[src/rtl/blk_reset_ctl.sv]
module blk_reset_ctl #(
  parameter int ADDR_W = 12,
  parameter logic [11:0] RST_ADDR = 12'h210,
  parameter logic [11:0] CTRL_ADDR = 12'h208,
  parameter int NBLK = 8,
  parameter logic [7:0] KEY = 8'hB2,
  parameter logic [15:0] COP_CODE = 16'hC258,
  parameter logic [15:0] CRYPT_CODE = 16'hC25A,
  parameter int PULSE_LEN = 4,
  parameter int SELF_BLK = 2,
  parameter logic [31:0] CTRL_INIT = 32'h0
) (
  input  logic              clk,
  input  logic              rst_n,
  input  logic              wr_en,
  input  logic [ADDR_W-1:0] wr_addr,
  input  logic [31:0]       wr_data,
  output logic [NBLK-1:0]   blk_rst,
  output logic              cop_rst,
  output logic              crypt_en,
  output logic [31:0]       ctrl_q
);
  localparam int CW = $clog2(PULSE_LEN + 1);
  localparam logic [CW-1:0] LEN = CW'(PULSE_LEN);

  logic rst_hit, key_ok, gate_open, cop_trig, crypt_set;
  logic [NBLK-1:0] trig;

  assign rst_hit   = wr_en && (wr_addr == RST_ADDR[ADDR_W-1:0]);
  assign key_ok    = rst_hit && (wr_data[15:8] == KEY);
  assign gate_open = (ctrl_q[15:8] == 8'h00);
  assign trig      = (key_ok && gate_open) ? wr_data[NBLK-1:0] : '0;
  assign cop_trig  = key_ok && (wr_data[31:16] == COP_CODE);
  assign crypt_set = key_ok && (wr_data[31:16] == CRYPT_CODE);

  for (genvar i = 0; i < NBLK; i++) begin : g_blk
    logic [CW-1:0] cnt;
    always_ff @(posedge clk or negedge rst_n)
      if (!rst_n)       cnt <= '0;
      else if (trig[i]) cnt <= LEN;
      else if (cnt != 0) cnt <= cnt - 1'b1;
    assign blk_rst[i] = (cnt != 0);
  end

  logic [CW-1:0] cop_cnt;
  always_ff @(posedge clk or negedge rst_n)
    if (!rst_n)            cop_cnt <= '0;
    else if (cop_trig)     cop_cnt <= LEN;
    else if (cop_cnt != 0) cop_cnt <= cop_cnt - 1'b1;
  assign cop_rst = (cop_cnt != 0);

  always_ff @(posedge clk or negedge rst_n)
    if (!rst_n)         crypt_en <= 1'b0;
    else if (crypt_set) crypt_en <= 1'b1;

  always_ff @(posedge clk or negedge rst_n)
    if (!rst_n)
      ctrl_q <= CTRL_INIT;
    else if (trig[SELF_BLK] || blk_rst[SELF_BLK])
      ctrl_q <= CTRL_INIT;
    else if (wr_en && (wr_addr == CTRL_ADDR[ADDR_W-1:0]))
      ctrl_q <= wr_data;
endmodule


[config.mk]
export PLATFORM = sky130hd
export DESIGN_NAME = blk_reset_ctl
export DESIGN_NICKNAME = d
export VERILOG_FILES = /design/src/rtl/blk_reset_ctl.sv
export SDC_FILE = /design/constraint.sdc
export NUM_CORES = 1
export LEC_CHECK = 0
export ABC_AREA = 0
export BUFFER_PORTS_ARGS = -buffer_cell sky130_fd_sc_hd__buf_2
export CORE_MARGIN = 2
export CORE_UTILIZATION = 50
export CTS_CLUSTER_SIZE = 28
export DETAILED_ROUTE_END_ITERATION = 10
export GPL_ROUTABILITY_DRIVEN = 0
export PLACE_DENSITY = 0.81
export SLEW_MARGIN = 20
export SYNTH_ARGS = -nofsm -noshare
export SYNTH_HDL_FRONTEND = slang
export SYNTH_SLANG_ARGS = --single-unit
[constraint.sdc]
create_clock -name clk -period 2.1 [get_ports clk]
set_input_delay 0.21 -clock clk [delete_from_list [all_inputs] [get_ports clk]]
set_output_delay 0.21 -clock clk [all_outputs]
set_load 0.03 [all_outputs]
==> impl_results.md, run 1 <==
- Outcome: finished, final reports clean
- Post-cts gate resize count: 0
- Arrival time reported for the critical path endpoint: roughly 1700 ps
- Min Clock Period, post-route: 1880 ps
- Worst hold-check slack: a little under 100 ps
- Filler cells: 504
- Highest routing layer actually used: met4
- Final net count: 480
- Number of vias per cell after detailed routing: 5.20
- Clock transition at the registers of the reported paths: approximately 60 ps
- Kind of start point of the critical path: register
- WL per Instance: ~14 um
- TritonCTS clock tree: yes
- Detailed route wirelength on metal3: ~330 um
- Synthesis-stage register bit count: 60
- Mean instance size in the synthesized netlist: between 9 and 10 um2
- Netlist area before placement: 3130 um2
- Synth warn: 0
- Number of top-level design ports: between 80 and 90
- First-pass GRT wire length: ~12000 um
- Clock latency reported for the late side of the worst-skew pair: 320 ps
- Number of DRC violations after detailed-routing iteration 0: 158
- Core Region: between 5000 and 6000 um2
- Cell type with the highest aggregate area in the netlist: sky130_fd_sc_hd__dfrtp_1
- Critical Setup Path Class: reg2out
- Number of buffers created by CTS: 9
- Clock Tree Buf Depth: 2
- Fmax: between 500 and 600 MHz
- Fraction of layout instances using a drive strength above 1: about a third
- Met2 WL: roughly 3500 um
- Final worst path period share: between 80% and 90%
- ANT cells: 0
- Number of global-route vias before repair: between 2000 and 3000
- Via Count: between 2000 and 3000
- Detailed Place HPWL: 5190 um
- Peak supply drop: about 0.58 mV
- Max-capacitance violation count: 0
- Number of endpoints failing setup at the final stage: 0
- Synth top area share: 47.9%
- Setup bufs post-CTS: 0
- Overall power consumption: 4.08 mW
- CP Max Fanout: 5
- Total count of hold-check failures in the final report: 0
- Area grow syn2layout: 22.0%
- Number of H-tree levels: 3
- Clock Skew: between 4 and 5 ps
- Total routed wire length on the met1 layer: 3030 um
- Clock sink count: 60
- Overall global routing resource usage: around a fifth
- Initial Util: between 50% and 60%
- Kind of path behind the tightest hold check: in2reg
- Final Max Slew Viols: 0
- Total DRC errors in the routed layout: 0
- Leak: around 1.9 nW
- Share of the yosys chip area belonging to registers: between 40% and 50%
- RSZ-0062 raised after global routing: false
- Endpoint type of the worst setup path: primary output
- Gate count of the mapped netlist: between 300 and 400
- Accumulated negative setup slack: 0 ps
- Final design utilization: a little under two thirds
- Count of nets left with antenna violations after detail routing: 0
- Power Dens Cells: ~1100 nW/um2
- Vertical die dimension: slightly above 80 um
- Net Count, Synth: between 300 and 400
- Total wire length: approximately 7000 um
- Placed Instance Area: 3660 um2
- Slew margin rel.: 63.6%
- Slew at the pin with the worst max-slew slack: ~550 ps
- Std-Cell Rows: 28
- Pin count of the biggest net entering global routing: 39
- Distinct cell type count after synthesis: 33
- Clock root buffer: sky130_fd_sc_hd__clkbuf_8
- Cell types with the largest area share after synthesis: sky130_fd_sc_hd__dfrtp_1 48%, sky130_fd_sc_hd__nand2_1 7.8%, sky130_fd_sc_hd__a21oi_1 7.4%
- Number of input and output port buffers inserted: between 80 and 90
- Number of antenna violations at the first check in global routing: 0
- Total grt overflow: 0
- Die outline width: roughly 83 um
- Cell area after layout: between 3000 and 4000 um2
- DRT Pass-1 Iters: 4
- Area of the die: roughly 7000 um2
- Data required, critical path: 1890 ps
-- synthesized netlist by cell type, drive strengths merged --
cell	count
nand2	65
dfrtp	60
a21oi	56
inv	27
ha	18
nor2	18
nor2b	11
a21o	9
buf	9
xnor2	9
mux2	7
nand4	4
nor4b	4
clkbuf	3
nor3	3
nor4	3
nand2b	2
nand3	2
a211o	1
a211oi	1
and4	1
and4b	1
and4bb	1
mux2i	1
nor3b	1
nor4bb	1
o31ai	1
-- critical path, cell delays in order (launching register included) --
cell	delay [ps]
sky130_fd_sc_hd__dfrtp_1	360
sky130_fd_sc_hd__inv_1	110
sky130_fd_sc_hd__ha_1	180
sky130_fd_sc_hd__nor2b_1	420
sky130_fd_sc_hd__inv_1	90
sky130_fd_sc_hd__buf_2	190
-- cells in the final DEF, fill, tap and decap left out, drive strengths merged, types with 2 or more instances in the layout --
cell type,count
buf,96
nand2,65
dfrtp,60
a21oi,56
inv,27
nor2,18
ha,18
nor2b,11
clkbuf,11
xnor2,9
a21o,9
mux2,7
nand4,4
nor4b,4
nor4,3
nor3,3
nand2b,2
nand3,2
-- path summary, 6_finish.rpt --
check | startpoint | end | slack [ps] | cells past startpoint
setup / recovery | g_blk[2].cnt[0] | blk_rst[2] | 220 | 5
hold / removal | wr_data[1] | g_blk[1].cnt[0] | 100 | 2
setup reg to reg | g_blk[2].cnt[0] | ctrl_q[29] | 430 | 6
hold reg to reg | crypt_en | crypt_en | 480 | 1
max in group asynchronous | rst_n | ctrl_q[31] | 1090 | 3
min in group asynchronous | rst_n | ctrl_q[28] | 410 | 2
-- routing by layer --
metal | global-route usage [%] | up-vias
met3 | 5.77 | 9
met1 | 25.6 | 1234
met2 | 34.9 | 61
met5 | 0 | -
met4 | 7.75 | 0
li1 | - | 1245
-- state kept, by name (all words and copies together) (netlist names) --
register / flops
cop_cnt: 3
ctrl_q: 32
crypt_en: 1
g_blk.cnt: 24
-- repair_timing --
action | in CTS | in global routing
hold buffers | 1 | 0
setup endpoints to repair | 0 | 0
hold endpoints to repair | 22 | 0
-- cell families (layout without fill, tap and decap cells) --
group	count (synthesis)	in the layout	share of synthesized area, %
DFF	60	60	47.9
adders and majority gates	18	18	7.19
muxes	8	8	2.84
and+or+nand+nor	117	117	19.9
buffers and inverters	39	135	6.15
xor gates and xnor gates	9	9	2.52
AOI/OAI and AO/OA	68	68	13.5
-- metrics by stage --
step	cells	setup slack, ps
floorplan	319	413
global placement	478	387
detailed placement	478	382
CTS	490	194
global route	490	63.7
finish	490	219
-- report_power, final --
part,internal [mW],switching [mW],leakage [nW],total [mW]
clock,0.459,0.376,0.0791,0.835
sequential,1.42,0.109,0.788,1.52
combinational,0.752,0.966,1.02,1.72
-- layout make-up --
| type | instances | area (um2) | share of cell area (%) |
|---|---|---|---|
| Sequential cell | 60 | 1500 | 39.3 |
| Tap cell | 75 | 93.8 | 2.46 |
| Multi-Input combinational cell | 220 | 1440 | 37.6 |
| Timing Repair Buffer | 97 | 536 | 14.0 |
| Clock buffer | 11 | 151 | 3.96 |
| Inverter | 27 | 101 | 2.65 |
Note: power is estimated with default switching activity, not from simulation.
==> run 2: changes to the inputs <==
--- a/config.mk
+++ b/config.mk
@@ -12,7 +12,7 @@
 export CTS_CLUSTER_SIZE = 28
 export DETAILED_ROUTE_END_ITERATION = 10
 export GPL_ROUTABILITY_DRIVEN = 0
-export PLACE_DENSITY = 0.81
+export PLACE_DENSITY = 0.88
 export SLEW_MARGIN = 20
 export SYNTH_ARGS = -nofsm -noshare
 export SYNTH_HDL_FRONTEND = slang
==> run 2 against run 1 <==
  * Sequential power about the same
  * Largest power group unchanged
  * Routed wire length is 4.4% higher
  * Setup slack worse by 1.5 ps
  * Critical path type unchanged
  * Non-clock buffer count increased by 2
  * Sequential share of layout area is 0.39 points lower
  * Clock skew up 2.2 ps
  * Die area stayed put
==> impl_results.md, run 2 (synthesis results as in run 1) <==
- Die outline width: 83.1 um
- Max-capacitance violation count: 0
- Peak supply drop: 0.712 mV
- Number of input and output port buffers inserted: 88
- Sequential Power Share: a little over a third
- Critical Setup Path Class: reg2out
- Core Region: about 6000 um2
- Number of endpoints failing setup at the final stage: 0
- TritonCTS clock tree: yes
- Net switching power: about 1.6 mW
- P_int: approximately 2.7 mW
- Number of DRC violations after detailed-routing iteration 0: between 100 and 150
- Std-Cell Rows: 28
- Arrival time reported for the critical path endpoint: ~1700 ps
- Filler cells: between 400 and 500
- Area of the die: 6910 um2
- Total wire length: 7290 um
- Fmax: between 500 and 600 MHz
- Leading registers by flop count: ctrl_q: 32 flops, g_blk.cnt: 24 flops, cop_cnt: 3 flops
- Switching part of the total power: between 30 and 40%
- Number of global-route vias before repair: 2686
- Clock power frac: between 20% and 30%
- Worst Hold Depth: 2
- Data required, critical path: roughly 1900 ps
- Combinational fraction of design power: 41.3%
- Critical-path cell list: inv_1, ha_1, nor2b_1, inv_1, buf_2
- Leading cell types in the layout, fill and taps excluded: 88 x sky130_fd_sc_hd__buf_2, 65 x sky130_fd_sc_hd__nand2_1, 60 x sky130_fd_sc_hd__dfrtp_1
- Slew at the pin with the worst max-slew slack: 507 ps
- Count of nets left with antenna violations after detail routing: 0
- Kind of start point of the critical path: register
- Total grt overflow: 0
- Maximum single-stage delay on the critical path: between 400 and 500 ps
- Worst hold-check slack: roughly 79 ps
- Leak: roughly 1.9 nW
- Register with the most flip-flops: ctrl_q
- RSZ-0062 raised after global routing: false
- Launch instance of the worst register-to-register path: ctrl_q[9]
- Crit-path slowest cell: sky130_fd_sc_hd__nor2b_1
- Via Count: ~2600
- WL per Instance: ~15 um
- Number of vias per cell after detailed routing: about 5.2
- Clock sink count: 60
- Final Max Slew Viols: 0
- Worst reg2reg endpoint: ctrl_q[27]
- Initial Util: around 52%
- Hold path endpoint: g_blk[6].cnt[0]
- ANT cells: 0
- Min Clock Period, post-route: between 1500 and 2000 ps
- Power Dens Cells: around 1100 nW/um2
- Overall power consumption: about 4.3 mW
- Logic depth of the worst register-to-register path: 5
- Source of the worst hold timing path: wr_data[6]
- Clock Skew: between 6 and 7 ps
- Number of H-tree levels: 3
- Final net count: about 480
- Endpoint type of the worst setup path: primary output
- Max reg flops: 32
- Accumulated negative setup slack: 0 ps
- Final design utilization: roughly 64%
- Cell area after layout: slightly below 4000 um2
- First-pass GRT wire length: ~12000 um
- Overall global routing resource usage: a little under a quarter
- Detailed Place HPWL: between 5000 and 6000 um
- Number of antenna violations at the first check in global routing: 0
- Number of top-level design ports: a little under 90
- Clock transition at the registers of the reported paths: approximately 70 ps
- Clock root buffer: sky130_fd_sc_hd__clkbuf_8
- Vertical die dimension: 83.1 um
- Post-cts gate resize count: 0
- R2r setup slk: around 370 ps
- Clock latency reported for the late side of the worst-skew pair: ~340 ps
- Placed Instance Area: 3660 um2
- CP Max Fanout: 5
- Kind of path behind the tightest hold check: in2reg
- Pin count of the biggest net entering global routing: 27
- Slew margin rel.: 66.1%
- Clock Tree Buf Depth: 2
- Outcome: finished, final reports clean
- Fraction of layout instances using a drive strength above 1: around a third
- Area grow syn2layout: 23.3%
- DRT Pass-1 Iters: 4
- Most common cell type on the critical path: sky130_fd_sc_hd__inv_1
- Final worst path period share: between 80% and 90%
- Number of buffers created by CTS: 9
- Total DRC errors in the routed layout: 0
- Total count of hold-check failures in the final report: 0
- Most frequent standard cell in the layout excluding fill and tap cells: sky130_fd_sc_hd__buf_2
[run 2: cell types whose count changed in the layout (fill, tap and decap cells not counted)]
cell                       change
sky130_fd_sc_hd__clkbuf_8      +2
sky130_fd_sc_hd__buf_12        -1
sky130_fd_sc_hd__buf_4         +3
sky130_fd_sc_hd__clkinv_2      +1
sky130_fd_sc_hd__clkbuf_1      +1
[run 2: area by class of cell]
type                       instances  area, um2  area share [%]
sequential                        60       1500            38.9
multi-input combinational        220       1440            37.2
timing repair buffer              99        538            13.9
clock buffer                      14        183            4.73
inverter                          27        101            2.63
tap                               75       93.8            2.43
clock inverter                     1       5.00           0.130
[run 2: what timing repair did]
item                                    CTS  global route
endpoints found under the hold margin    16             0
hold buffers                              1             0
endpoints found under the setup margin    0             0
setup buffers                             0             0
[run 2: worst max-delay path by stage]
stage,start,endpoint,slack [ps],cells after the start
2_1_floorplan,ctrl_q[9],ctrl_q[10],410,5
3_3_place_gp,wr_data[8],g_blk[2].cnt[0],350,6
3_5_place_dp,wr_data[8],g_blk[6].cnt[1],270,6
4_1_cts,g_blk[2].cnt[0],blk_rst[2],200,5
5_1_grt,g_blk[2].cnt[0],blk_rst[2],110,5
6_report,g_blk[2].cnt[0],blk_rst[2],220,5
[run 2: power by group through the flow]
stage / Combinational [mW] / Sequential [mW] / Clock (mW)
6_report: 1.77 / 1.53 / 0.980
5_1_grt: 2.01 / 1.56 / 1.04
4_1_cts: 1.79 / 1.54 / 0.986
3_5_place_dp: 1.76 / 1.56 / 0
3_3_place_gp: 1.66 / 1.54 / 0
2_1_floorplan: 1.37 / 1.52 / 0
[run 2: critical path, delay by kind of cell (launching register included)]
| kind | cells | cell delay [ps] |
|---|---|---|
| and+or+nand+nor | 1 | 440 |
| buffers and inverters | 3 | 370 |
| adders and majority gates | 1 | 170 |
| DFF | 1 | 360 |
[run 2: per-stage QoR]
| stage | setup WS (ps) | cells |
|---|---|---|
| floorplan | 413 | 319 |
| global placement | 348 | 480 |
| detailed placement | 271 | 480 |
| CTS | 202 | 496 |
| global route | 106 | 496 |
| finish | 217 | 496 |
[run 2: layer usage]
layer / wire length, um / vias to the layer above / track usage [%]
met5: 0 / - / 0
met1: 2910 / 1242 / 27.1
met4: 233 / 0 / 11.5
li1: - / 1248 / -
met2: 3750 / 80 / 37.4
met3: 395 / 21 / 5.96
==> run 3: changes to the inputs <==
--- a/config.mk
+++ b/config.mk
@@ -7,6 +7,7 @@
 export LEC_CHECK = 0
 export ABC_AREA = 0
 export BUFFER_PORTS_ARGS = -buffer_cell sky130_fd_sc_hd__buf_2
+export CORE_ASPECT_RATIO = 2
 export CORE_MARGIN = 2
 export CORE_UTILIZATION = 50
 export CTS_CLUSTER_SIZE = 28
==> run 3 against run 2 <==
  * Critical path depth stayed put
  * Non-clock buffer count is 2 lower
  * Critical path type unchanged
  * Sequential share of layout area is 1.1 points lower
  * Combinational power hardly changed
==> impl_results.md, run 3 (synthesis results as in run 1) <==
- Outcome: finished, final reports clean
- Number of antenna violations at the first check in global routing: 0
- Peak supply drop: about 0.7 mV
- Kind of start point of the critical path: register
- Pin count of the biggest net entering global routing: 35
- Number of DRC violations after detailed-routing iteration 0: around 60
- Clock Skew: approximately 4.2 ps
- Fmax: between 500 and 600 MHz
- Leak: ~2.0 nW
- Accumulated negative setup slack: 0 ps
- Critical-path cell list: inv_1, ha_1, nor2b_1, inv_1, buf_2
- Worst path top cell family by delay: simple AND/OR/NAND/NOR gates
- Switching part of the total power: approximately 34%
- Clock Tree Buf Depth: 2
- DRT Pass-1 Iters: 4
- Setup slack at placement: 335 ps
- Number of H-tree levels: 3
- Max-capacitance violation count: 0
- Count of nets left with antenna violations after detail routing: 0
- Number of buffers created by CTS: 9
- Number of global-route vias before repair: 2697
- Leading cell types in the layout, fill and taps excluded: 88 x sky130_fd_sc_hd__buf_2, 65 x sky130_fd_sc_hd__nand2_1, 60 x sky130_fd_sc_hd__dfrtp_1
- Critical Setup Path Class: reg2out
- Most common cell type on the critical path: sky130_fd_sc_hd__inv_1
- RSZ-0062 raised after global routing: false
- Area of the die: ~7000 um2
- Total wire length: around 7400 um
- ANT cells: 0
- Buffers plus inverters on the worst setup path: 3
- Total DRC errors in the routed layout: 0
- Final Instance Count excl. Fillers: slightly above 500
- CP Max Fanout: 5
- Core Region: 6060 um2
- Register with the most flip-flops: ctrl_q
- CTS Hold Bufs: 1
- Number of vias per cell after detailed routing: 5.17
- Final worst path period share: a little over nine tenths
- Clock transition at the registers of the reported paths: around 50 ps
- Final design utilization: approximately 66%
- Cell total after placement: 487
- Clock root buffer: sky130_fd_sc_hd__clkbuf_16
- Total count of hold-check failures in the final report: 0
- Maximum single-stage delay on the critical path: between 400 and 500 ps
- Vertical die dimension: roughly 120 um
- First-pass GRT wire length: around 12000 um
- Power Dens Cells: approximately 1200 nW/um2
- Worst setup slack after layout: around 120 ps
- Kind of path behind the tightest hold check: in2reg
- Net switching power: about 1.6 mW
- Data required, critical path: 1890 ps
- Via Count: 2604
- Fraction of layout instances using a drive strength above 1: between 30% and 40%
- Leading registers by flop count: ctrl_q: 32 flops, g_blk.cnt: 24 flops, cop_cnt: 3 flops
- Combinational fraction of design power: a little over a third
- Overall global routing resource usage: between 20% and 30%
- Std-Cell Rows: 40
- Initial Util: 51.7%
- Clock sink count: 60
- Number of top-level design ports: 89
- Number of input and output port buffers inserted: 88
- Min Clock Period, post-route: about 2000 ps
- WL per Instance: 14.7 um
- Final net count: between 400 and 500
- Die outline width: 60.0 um
- Slew margin rel.: 58.1%
- Detailed Place HPWL: 5490 um
- Sequential Power Share: 32.2%
- Total grt overflow: 0
- Clock power frac: about 31%
- Post-cts gate resize count: 0
- Overall power consumption: 4.75 mW
- P_int: ~3.1 mW
- Clock latency reported for the late side of the worst-skew pair: approximately 330 ps
- TritonCTS clock tree: yes
- Slew at the pin with the worst max-slew slack: 628 ps
- Area grow syn2layout: 26.8%
- Max reg flops: 32
- Arrival time reported for the critical path endpoint: roughly 1800 ps
- Endpoint type of the worst setup path: primary output
- Crit-path slowest cell: sky130_fd_sc_hd__nor2b_1
- Setup bufs post-CTS: 0
- Most frequent standard cell in the layout excluding fill and tap cells: sky130_fd_sc_hd__buf_2
- Number of endpoints failing setup at the final stage: 0
- Final Max Slew Viols: 0
run 3: changes by cell type in the layout (fill, tap and decap cells not counted):
cell                        delta
sky130_fd_sc_hd__clkbuf_8     -11
sky130_fd_sc_hd__clkbuf_16     +9
sky130_fd_sc_hd__buf_4         -2
sky130_fd_sc_hd__bufinv_16     +1
sky130_fd_sc_hd__clkbuf_1      -1
sky130_fd_sc_hd__clkinv_2      +3
run 3: per-layer routing:
| layer | track usage (%) | up-vias | part of all wire, % |
|---|---|---|---|
| li1 | - | 1250 | - |
| met1 | 26.9 | 1249 | 36 |
| met2 | 40.2 | 88 | 55 |
| met3 | 6.03 | 17 | 6.1 |
| met4 | 11.9 | 0 | 2.7 |
| met5 | 0 | - | 0 |
run 3: worst paths after layout:
path / slack [ps] / start / endpoint / cells past startpoint
max in group asynchronous: 1070 / rst_n / g_blk[1].cnt[2] / 3
min in group asynchronous: 430 / rst_n / ctrl_q[12] / 2
min reg2reg: 470 / crypt_en / crypt_en / 1
max reg2reg: 290 / ctrl_q[13] / ctrl_q[22] / 5
max: 120 / g_blk[2].cnt[0] / blk_rst[2] / 5
min: 100 / wr_data[7] / g_blk[7].cnt[0] / 2
run 3: area by class of cell:
cell class / instances / area, um2
Sequential cell: 60 / 1500
Timing Repair Buffer: 97 / 523
Fill cell: 461 / 2080
Clock buffer: 11 / 253
Clock inverter: 5 / 50.0
Tap cell: 84 / 105
Inverter: 27 / 101
Multi-Input combinational cell: 220 / 1440
run 3: power by group through the flow:
stage | sequential (mW) | clock [mW] | combinational [mW]
after floorplan | 1.52 | 0 | 1.37
after global placement | 1.53 | 0 | 1.61
after detailed placement | 1.55 | 0 | 1.73
after CTS | 1.53 | 1.50 | 1.76
after global routing | 1.56 | 1.55 | 1.96
final | 1.53 | 1.48 | 1.74
run 3: worst register-to-register path, stage by stage (launching register included):
cell	delay (ps)
sky130_fd_sc_hd__dfrtp_1	400
sky130_fd_sc_hd__nor4_2	370
sky130_fd_sc_hd__nand4_1	210
sky130_fd_sc_hd__o31ai_4	270
sky130_fd_sc_hd__buf_4	330
sky130_fd_sc_hd__a21oi_1	100
run 3: stage by stage:
stage / hold slack, ps / area (um2)
2_1_floorplan: -85.6 / 3130
3_3_place_gp: 249 / 3660
3_5_place_dp: 262 / 3660
4_1_cts: 91.4 / 3970
5_1_grt: 101 / 3970
6_report: 95.9 / 3970
